## src/rtl/gpio_ctrl_pkg.sv

```systemverilog
package gpio_ctrl_pkg;

    parameter int GPIO_LINES = 32;

    typedef logic [GPIO_LINES-1:0] line_vec_t;

    // all vectors held in line order: bit n = line n
    typedef struct packed {
        line_vec_t dir;
        line_vec_t odrn;
        line_vec_t latch;
        line_vec_t evt;
        line_vec_t msk;
        line_vec_t mode;
        line_vec_t inen;
    } gpio_regs_t;

    localparam int OFS_DIR   = 'h00;
    localparam int OFS_ODRN  = 'h04;
    localparam int OFS_DATA  = 'h08;
    localparam int OFS_EVT   = 'h0C;
    localparam int OFS_MSK   = 'h10;
    localparam int OFS_MODE  = 'h14;
    localparam int OFS_INEN  = 'h18;

    // register bit order <-> line order (self-inverse)
    function automatic line_vec_t swap_order(input line_vec_t v);
        line_vec_t r;
        for (int i = 0; i < GPIO_LINES; i++) begin
            r[i] = v[GPIO_LINES-1-i];
        end
        return r;
    endfunction

endpackage

```

## src/rtl/gpio_sync_edge.sv

```systemverilog
module gpio_sync_edge
    import gpio_ctrl_pkg::*;
#(
    parameter int STAGES = 2
) (
    input  logic      clk,
    input  logic      rst_n,
    input  line_vec_t pad_in,
    input  line_vec_t mode,
    output line_vec_t synced,
    output line_vec_t hit
);

    localparam int LAST = STAGES - 1;

    typedef struct packed {
        logic [STAGES-1:0][GPIO_LINES-1:0] chain;
        line_vec_t                         prev;
    } sync_st_t;

    sync_st_t st_d, st_q;

    always_comb begin
        st_d          = st_q;
        st_d.chain[0] = pad_in;
        for (int k = 1; k < STAGES; k++) begin
            st_d.chain[k] = st_q.chain[k-1];
        end
        st_d.prev = st_q.chain[LAST];
    end

    always_ff @(posedge clk or negedge rst_n) begin
        if (!rst_n) begin
            st_q <= '0;
        end else begin
            st_q <= st_d;
        end
    end

    assign synced = st_q.chain[LAST];

    // falling: prev 1 -> now 0; rising counts only in both-edge mode
    assign hit = (st_q.prev & ~synced) | (~mode & ~st_q.prev & synced);

    // a line in falling-only mode never reports a hit while its level is high
    assert_falling_only_R6: assert property (@(posedge clk) disable iff (!rst_n)
        ((mode & hit & synced) == '0));

endmodule

```

## src/rtl/gpio_regfile.sv

```systemverilog
module gpio_regfile
    import gpio_ctrl_pkg::*;
#(
    parameter int ADDR_W = 8
) (
    input  logic                  clk,
    input  logic                  rst_n,
    input  logic [ADDR_W-1:0]     bus_addr,
    input  logic                  bus_wr,
    input  logic [GPIO_LINES-1:0] bus_wdata,
    input  logic                  bus_rd,
    output logic [GPIO_LINES-1:0] bus_rdata,
    input  line_vec_t             synced,
    input  line_vec_t             hit,
    output gpio_regs_t            regs
);

    gpio_regs_t regs_d, regs_q;
    line_vec_t  wr_lines;
    line_vec_t  clr_d;
    line_vec_t  view_d;
    line_vec_t  rd_lines;
    logic sel_dir, sel_odrn, sel_data, sel_evt, sel_msk, sel_mode, sel_inen;

    always_comb begin
        sel_dir  = (bus_addr == ADDR_W'(OFS_DIR));
        sel_odrn = (bus_addr == ADDR_W'(OFS_ODRN));
        sel_data = (bus_addr == ADDR_W'(OFS_DATA));
        sel_evt  = (bus_addr == ADDR_W'(OFS_EVT));
        sel_msk  = (bus_addr == ADDR_W'(OFS_MSK));
        sel_mode = (bus_addr == ADDR_W'(OFS_MODE));
        sel_inen = (bus_addr == ADDR_W'(OFS_INEN));
    end

    // next-state
    always_comb begin
        regs_d   = regs_q;
        wr_lines = swap_order(bus_wdata);
        clr_d    = (bus_wr && sel_evt) ? wr_lines : '0;
        // new edge beats a clear in the same cycle
        regs_d.evt = (regs_q.evt & ~clr_d) | hit;
        if (bus_wr) begin
            if (sel_dir)  regs_d.dir   = wr_lines;
            if (sel_odrn) regs_d.odrn  = wr_lines;
            if (sel_data) regs_d.latch = wr_lines;
            if (sel_msk)  regs_d.msk   = wr_lines;
            if (sel_mode) regs_d.mode  = wr_lines;
            if (sel_inen) regs_d.inen  = wr_lines;
        end
    end

    always_ff @(posedge clk or negedge rst_n) begin
        if (!rst_n) begin
            regs_q <= '0;
        end else begin
            regs_q <= regs_d;
        end
    end

    // read path
    always_comb begin
        view_d   = (regs_q.dir & regs_q.latch) | (~regs_q.dir & regs_q.inen & synced);
        rd_lines = '0;
        if (sel_dir)  rd_lines = regs_q.dir;
        if (sel_odrn) rd_lines = regs_q.odrn;
        if (sel_data) rd_lines = view_d;
        if (sel_evt)  rd_lines = regs_q.evt;
        if (sel_msk)  rd_lines = regs_q.msk;
        if (sel_mode) rd_lines = regs_q.mode;
        if (sel_inen) rd_lines = regs_q.inen;
        bus_rdata = bus_rd ? swap_order(rd_lines) : '0;
    end

    assign regs = regs_q;

    assert_reset_clear_R3: assert property (@(posedge clk)
        !rst_n |=> (regs_q == '0));

    assert_clear_only_by_write_R7: assert property (@(posedge clk) disable iff (!rst_n)
        1'b1 |=> ((($past(regs_q.evt) & ~regs_q.evt) & ~$past(clr_d)) == '0));

    assert_edge_wins_R8: assert property (@(posedge clk) disable iff (!rst_n)
        1'b1 |=> (($past(hit) & ~regs_q.evt) == '0));

endmodule

```

## src/rtl/gpio_pad_drive.sv

```systemverilog
module gpio_pad_drive
    import gpio_ctrl_pkg::*;
(
    input  line_vec_t dir,
    input  line_vec_t odrn,
    input  line_vec_t latch,
    output line_vec_t pad_out,
    output line_vec_t pad_oe
);

    for (genvar i = 0; i < GPIO_LINES; i++) begin : g_line
        // open-drain: drive low only, release when latch is 1
        assign pad_out[i] = latch[i] & ~odrn[i];
        assign pad_oe[i]  = dir[i] & ~(odrn[i] & latch[i]);
    end

endmodule

```

## src/rtl/gpio_edge_ctrl.sv

```systemverilog
module gpio_edge_ctrl
    import gpio_ctrl_pkg::*;
#(
    parameter int ADDR_W      = 8,
    parameter int SYNC_STAGES = 2
) (
    input  logic                  clk,
    input  logic                  rst_n,
    input  logic [ADDR_W-1:0]     bus_addr,
    input  logic                  bus_wr,
    input  logic [GPIO_LINES-1:0] bus_wdata,
    input  logic                  bus_rd,
    output logic [GPIO_LINES-1:0] bus_rdata,
    input  logic [GPIO_LINES-1:0] pad_in,
    output logic [GPIO_LINES-1:0] pad_out,
    output logic [GPIO_LINES-1:0] pad_oe,
    output logic                  irq_out
);

    gpio_regs_t regs;
    line_vec_t  synced;
    line_vec_t  hit;

    gpio_sync_edge #(.STAGES(SYNC_STAGES)) u_sync (
        .clk    (clk),
        .rst_n  (rst_n),
        .pad_in (pad_in),
        .mode   (regs.mode),
        .synced (synced),
        .hit    (hit)
    );

    gpio_regfile #(.ADDR_W(ADDR_W)) u_regs (
        .clk       (clk),
        .rst_n     (rst_n),
        .bus_addr  (bus_addr),
        .bus_wr    (bus_wr),
        .bus_wdata (bus_wdata),
        .bus_rd    (bus_rd),
        .bus_rdata (bus_rdata),
        .synced    (synced),
        .hit       (hit),
        .regs      (regs)
    );

    gpio_pad_drive u_pads (
        .dir     (regs.dir),
        .odrn    (regs.odrn),
        .latch   (regs.latch),
        .pad_out (pad_out),
        .pad_oe  (pad_oe)
    );

    assign irq_out = |(regs.evt & regs.msk);

    assert_masked_quiet_R9: assert property (@(posedge clk) disable iff (!rst_n)
        (regs.msk == '0) |-> !irq_out);

    assert_input_released_R10: assert property (@(posedge clk) disable iff (!rst_n)
        ((~regs.dir & pad_oe) == '0));

    assert_od_never_high_R10: assert property (@(posedge clk) disable iff (!rst_n)
        ((regs.odrn & pad_out) == '0));

endmodule

```

## config.mk

```make
export PLATFORM = sky130hd
export DESIGN_NAME = gpio_edge_ctrl
export DESIGN_NICKNAME = d
export VERILOG_FILES = /design/src/rtl/gpio_ctrl_pkg.sv /design/src/rtl/gpio_sync_edge.sv /design/src/rtl/gpio_regfile.sv /design/src/rtl/gpio_pad_drive.sv /design/src/rtl/gpio_edge_ctrl.sv
export SDC_FILE = /design/constraint.sdc
export NUM_CORES = 1
export LEC_CHECK = 0
export CELL_PAD_IN_SITES_DETAIL_PLACEMENT = 0
export CELL_PAD_IN_SITES_GLOBAL_PLACEMENT = 1
export CORE_MARGIN = 8
export CORE_UTILIZATION = 41
export CTS_BUF_LIST = sky130_fd_sc_hd__clkbuf_16
export DETAILED_ROUTE_END_ITERATION = 12
export PLACE_DENSITY_LB_ADDON = 0.3
export SLEW_MARGIN = 10
export SYNTH_ARGS = -nofsm -noshare
export SYNTH_HDL_FRONTEND = slang
export SYNTH_SLANG_ARGS = --single-unit
```

## constraint.sdc

```tcl
create_clock -name clk -period 2.8 [get_ports clk]
set_clock_uncertainty 0.15 [all_clocks]
set_input_delay 0.56 -clock clk [delete_from_list [all_inputs] [get_ports clk]]
set_output_delay 0.56 -clock clk [all_outputs]
set_load 0.1 [all_outputs]
```

=== Word-level counts from Yosys, hierarchy flattened ===
Index checks and enable logic that the tools add are counted.

* Flip-flop bits (word level): 320
* Input port bits: 76
* Logic and storage cells: 210
* Output and inout bits: 97

* Multiplexer cells: 9
* Eq/ne operators: 6
* Bitwise logic cells: 176
* Reductions and logical operators: 9

{| class="wikitable"
|+ Operators by type and width
! cell !! number
|-
| 32-bit two-way mux || 9
|-
| 32-bit bitwise AND || 8
|-
| 32-bit NOT || 5
|-
| 1-bit bitwise AND || 96
|-
| 32-bit OR || 3
|-
| 1-bit NOT || 64
|-
| 32-bit OR reduction || 1
|-
| 8-bit by 5-bit equality test with 1-bit output (second input constant) || 3
|-
| 8-bit by 4-bit equality test with 1-bit output (second input constant) || 2
|-
| 2-bit AND reduction || 6
|-
| 8-bit by 3-bit equality test with 1-bit output (second input constant) || 1
|-
| 8-bit zero test || 1
|-
| 1-bit logical AND || 1
|}

=== Longest topological paths before layout ===
* Word-level depth: 10
* Mapped depth: 8
* Gate-level depth less buffers: 4

=== Cells and area by module ===
Synthesis repeated with hierarchy kept, for this count alone.

* Cells, all modules: 1235
* Area, all modules: 14999.4 µm²

{| class="wikitable"
|+ Modules (own cells, without submodules)
! module !! cells an instance !! area each (µm²) !! times used !! seq. area each (µm²)
|-
| gpio_regfile || 958 || 11078.1 || 1 || 5605.4
|-
| gpio_sync_edge || 192 || 3243.1 || 1 || 2402.3
|-
| gpio_pad_drive || 64 || 520.5 || 1 || 0.0
|-
| gpio_edge_ctrl || 21 || 157.7 || 1 || 0.0
|}

=== Worst setup path after synthesis ===
Ideal clock, no wire load.

* Kind: in2out
* Start point: input bus_addr[3]
* End point: output bus_rdata[30]
* Path slack: -1.401 ns
* Arrival: 3.491 ns
* Buffers on the path: 4
* Cell stages on the path: 8
* Required time: 2.090 ns
* Path through: clkbuf_1 clkbuf_1 clkbuf_1 clkbuf_1 mux2i_1 a2bb2oi_1 o21ai_0 a21oi_1

* Cells in the longest elaborated chain, start to end: 9
* Elaborated cells between the ends (all ways): 15
* Classes of those cells: eq/ne: 6; mux: 8; reduce/logical: 1

{| class="wikitable"
|+ Ends and longest elaborated chain
! item !! line !! source
|-
| start: declaration || gpio_edge_ctrl.sv:9 || <nowiki>input logic [ADDR_W-1:0] bus_addr,</nowiki>
|-
| 8-bit zero test || gpio_regfile.sv:26 || <nowiki>sel_dir = (bus_addr == ADDR_W'(OFS_DIR));</nowiki>
|-
| 32-bit two-way mux || gpio_regfile.sv:64 || <nowiki>if (sel_dir) rd_lines = regs_q.dir;</nowiki>
|-
| 32-bit two-way mux || gpio_regfile.sv:65 || <nowiki>if (sel_odrn) rd_lines = regs_q.odrn;</nowiki>
|-
| 32-bit two-way mux || gpio_regfile.sv:66 || <nowiki>if (sel_data) rd_lines = view_d;</nowiki>
|-
| 32-bit two-way mux || gpio_regfile.sv:67 || <nowiki>if (sel_evt) rd_lines = regs_q.evt;</nowiki>
|-
| 32-bit two-way mux || gpio_regfile.sv:68 || <nowiki>if (sel_msk) rd_lines = regs_q.msk;</nowiki>
|-
| 32-bit two-way mux || gpio_regfile.sv:69 || <nowiki>if (sel_mode) rd_lines = regs_q.mode;</nowiki>
|-
| 32-bit two-way mux (*) || gpio_regfile.sv:70 || <nowiki>if (sel_inen) rd_lines = regs_q.inen;</nowiki>
|-
| 32-bit two-way mux (*) || gpio_regfile.sv:71 || <nowiki>bus_rdata = bus_rd ? swap_order(rd_lines) : '0;</nowiki>
|-
| end: declaration || gpio_edge_ctrl.sv:13 || <nowiki>output logic [GPIO_LINES-1:0] bus_rdata,</nowiki>
|}

Mark *: on every way between the ends. The rest lies on a longest branch, timed or not.

=== Worst setup path after layout ===
* Start point: input bus_addr[7]
* End point: output bus_rdata[0]

The elaborated chain is that of the path after synthesis.

==> flow_metrics.py <==
metrics = {
    "die": {
        "die_area_mm2": 0.0415,
        "die_y_um": 204,
        "die_w_um": 204,
        "rows": 68,
        "initial_utilization": 0.418,
        "ios": 173,
        "core_mm2": 0.0346,
    },
    "power": {
        "powerDensity_mw_per_mm2": 552,
        "vdd_drop_max_uv": 393,
        "p_sw_mw": 2.97,
        "p_leak_nw": 8.78,
        "power_frac_seq": 0.456,
        "p_sw_frac": 0.270,
        "p_int_mw": 8.04,
        "total_power_mw": 11.0,
        "p_comb_frac": 0.136,
        "clkPwrFrac": 0.408,
    },
    "worst_hold_path": {
        "hold_path.class": "reg -> reg",
        "hold_depth": 0,
    },
    "cells_and_area": {
        "stdcell_count": 1944,
        "final_cell_mix": "dfrtp_1 (318), mux2_2 (161), buf_4 (140), a21oi_1 (92), nor2_1 (90)",
        "nets": 1541,
        "antenna_cells": 0,
        "final_common_cell": "dfrtp_1",
        "area.growth.synth_to_final_pct": 37.8,
        "finish.utilization": 0.576,
        "layout-drive-gt1-share": 0.383,
    },
    "clock_network": {
        "clock_latency_ns": 0.50,
        "cts.clk_slew.worst_paths_ns": 0.06,
        "clock_sinks": 320,
        "cts_tree": "built",
        "ctsRootBufferMaster": "clkbuf_16",
        "numCtsBuffers": 36,
        "clock_path_buffers": 3,
        "htree_levels": 2,
    },
    "logic_synthesis": {
        "avgSynthCellArea_um2": 11.9,
        "synth_area_leaders": "dfrtp_1 (55%), mux2_2 (13%), a21oi_1 (4.1%), mux2_4 (3.1%), nor2_1 (2.4%)",
        "yosysWarnings": 0,
        "synthFlopType": "dfrtp_1",
        "synth_edf_count": 0,
        "syn-cell-area_mm2": 0.0145,
        "synth_top_area_cell": "dfrtp_1",
        "synth_top_area_frac": 0.554,
        "ys_ff_latch": 320,
        "yosysUniqueCellTypes": 49,
        "synth-async-reset-ratio": 1.00,
        "syn_nets": 1288,
        "synth_cells": 1212,
        "seq_area_frac_synth": 0.554,
    },
    "grt": {
        "first_global_vias": 11787,
        "grt_pass1_wl_um": 73200,
        "antenna_found_initial": 0,
        "grt_overflow": 0,
        "grt_use_total": 0.226,
        "grt_max_degree": 74,
    },
    "timing": {
        "worst_pin_slew_ns": 0.617,
        "setup_ws_ns": -0.311,
        "rsz0062_at_grt": "yes",
        "fin_crit_sh": 1.11,
        "slew_headroom": 0.589,
        "timing.final.crit_period_ns": 3.11,
        "drv_slew": 0,
        "setup_viol": 33,
        "finalHoldViolations": 0,
        "max_freq_ghz": 0.321,
    },
    "detailed_routing": {
        "vias_per_cell": 5.78,
        "vias": 11233,
        "drtAntennaViolNets": 0,
        "wirelength_um": 47400,
        "drt_iter0_drc": 932,
        "drc": 0,
        "wl_per_cell_um": 24.4,
        "drtPass1Iterations": 5,
    },
    "critical_path": {
        "path_class": "in -> out",
        "cp.arrival_ns": 2.40,
        "critPathLaunchType": "primary input",
        "path_max_fanout": 5,
        "r2r.worst_path.cells": 2,
        "worstPathRequired_ns": 2.09,
        "end_kind": "output pin",
    },
    "placed_design": {
        "io_buffers": 172,
        "post-dp-hpwl_um": 31700,
        "placed_cells": 1857,
        "gp_congestion": 0.821,
    },
    "job": {
        "maxCapViolCount": 0,
    },
    "run_status": {
        "status": "complete, but fails checks",
        "violations": "negative setup slack",
    },
}
==> registers in the layout (all words and copies together), names as in the netlist <==
signal	cells
u_sync.st_q	32
u_sync.synced	32
u_sync.st_d	32
u_regs.regs	224
==> cell usage after synthesis, drive strengths merged, types with 29 or more instances <==
library cell,instances
dfrtp,320
clkbuf,65
nand2,68
inv,30
nor2,92
nor2b,36
a221o,32
mux2,192
a21boi,33
o221a,30
a311o,29
a21oi,119
mux2i,31
==> final cells by class <==
class	instances	area, µm²
fillers	2878	14700
multi-input cells	784	6840
flip-flops and latches	320	8010
clock inverters	25	183
well taps	455	569
clock buffers	37	926
repair buffers	292	3300
inverters	31	116
==> metrics by stage <==
stage	setup TNS, ns	hold slack [ns]	cell area (µm²)	setup slack [ns]
after floorplan	-2.61	0.114	14800	-0.269
final	-7.46	0.193	19900	-0.311
after detailed placement	-48.32	0.185	18100	-0.671
after global routing	-8.28	0.199	19900	-0.333
after global placement	-46.86	0.184	18100	-0.633
after CTS	-8.80	0.194	19800	-0.364
==> cell families after synthesis <==
logic type	synth area share
DFF	0.554
buffers and inverters	0.0298
AOI/OAI and AO/OA	0.163
and+or+nand+nor	0.0747
muxes	0.179
==> layer usage <==
layer | part of all wire | up-vias | track usage
met5 | 0 | - | 0
met4 | 0.026 | 0 | 0.0653
met3 | 0.061 | 70 | 0.0371
met2 | 0.47 | 382 | 0.363
met1 | 0.44 | 5784 | 0.312
li1 | - | 4997 | -
==> final timing paths <==
path	startpoint	end	slack [ns]
worst max-delay path	bus_addr[7]	bus_rdata[0]	-0.31
worst min-delay path	u_sync.st_d[76]	u_sync.synced[12]	0.19
worst max register to register	u_regs.regs[102]	u_regs.regs[102]	1.66
worst min register to register	u_sync.st_d[76]	u_sync.synced[12]	0.19
max in group asynchronous	rst_n	u_sync.st_d[81]	1.27
min in group asynchronous	rst_n	u_sync.st_d[70]	0.48
==> power groups by stage <==
stage	Sequential (mW)	Combinational, mW	Clock [mW]
2_1_floorplan	5.03	0.841	0
3_3_place_gp	5.08	1.43	0
3_5_place_dp	5.09	1.44	0
4_1_cts	5.01	1.49	4.57
5_1_grt	5.04	1.58	4.77
6_report	5.02	1.50	4.49
==> repair_timing <==
item	4_1_cts	5_1_grt
endpoints found under the hold margin	64	0
setup endpoints to repair	33	33
gates cloned	8	1
gates resized for setup	82	31
hold buffers	1	0
pin swaps	20	19
setup buffers	14	3
==> worst max-delay path, cell delays in order <==
cell      delay [ns]
buf_6           0.09
or4_4           0.57
or2_4           0.28
buf_12          0.15
buf_4           0.14
a211oi_4        0.17
o221a_4         0.27
buf_12          0.18
Power figures use the tool's default switching activity.
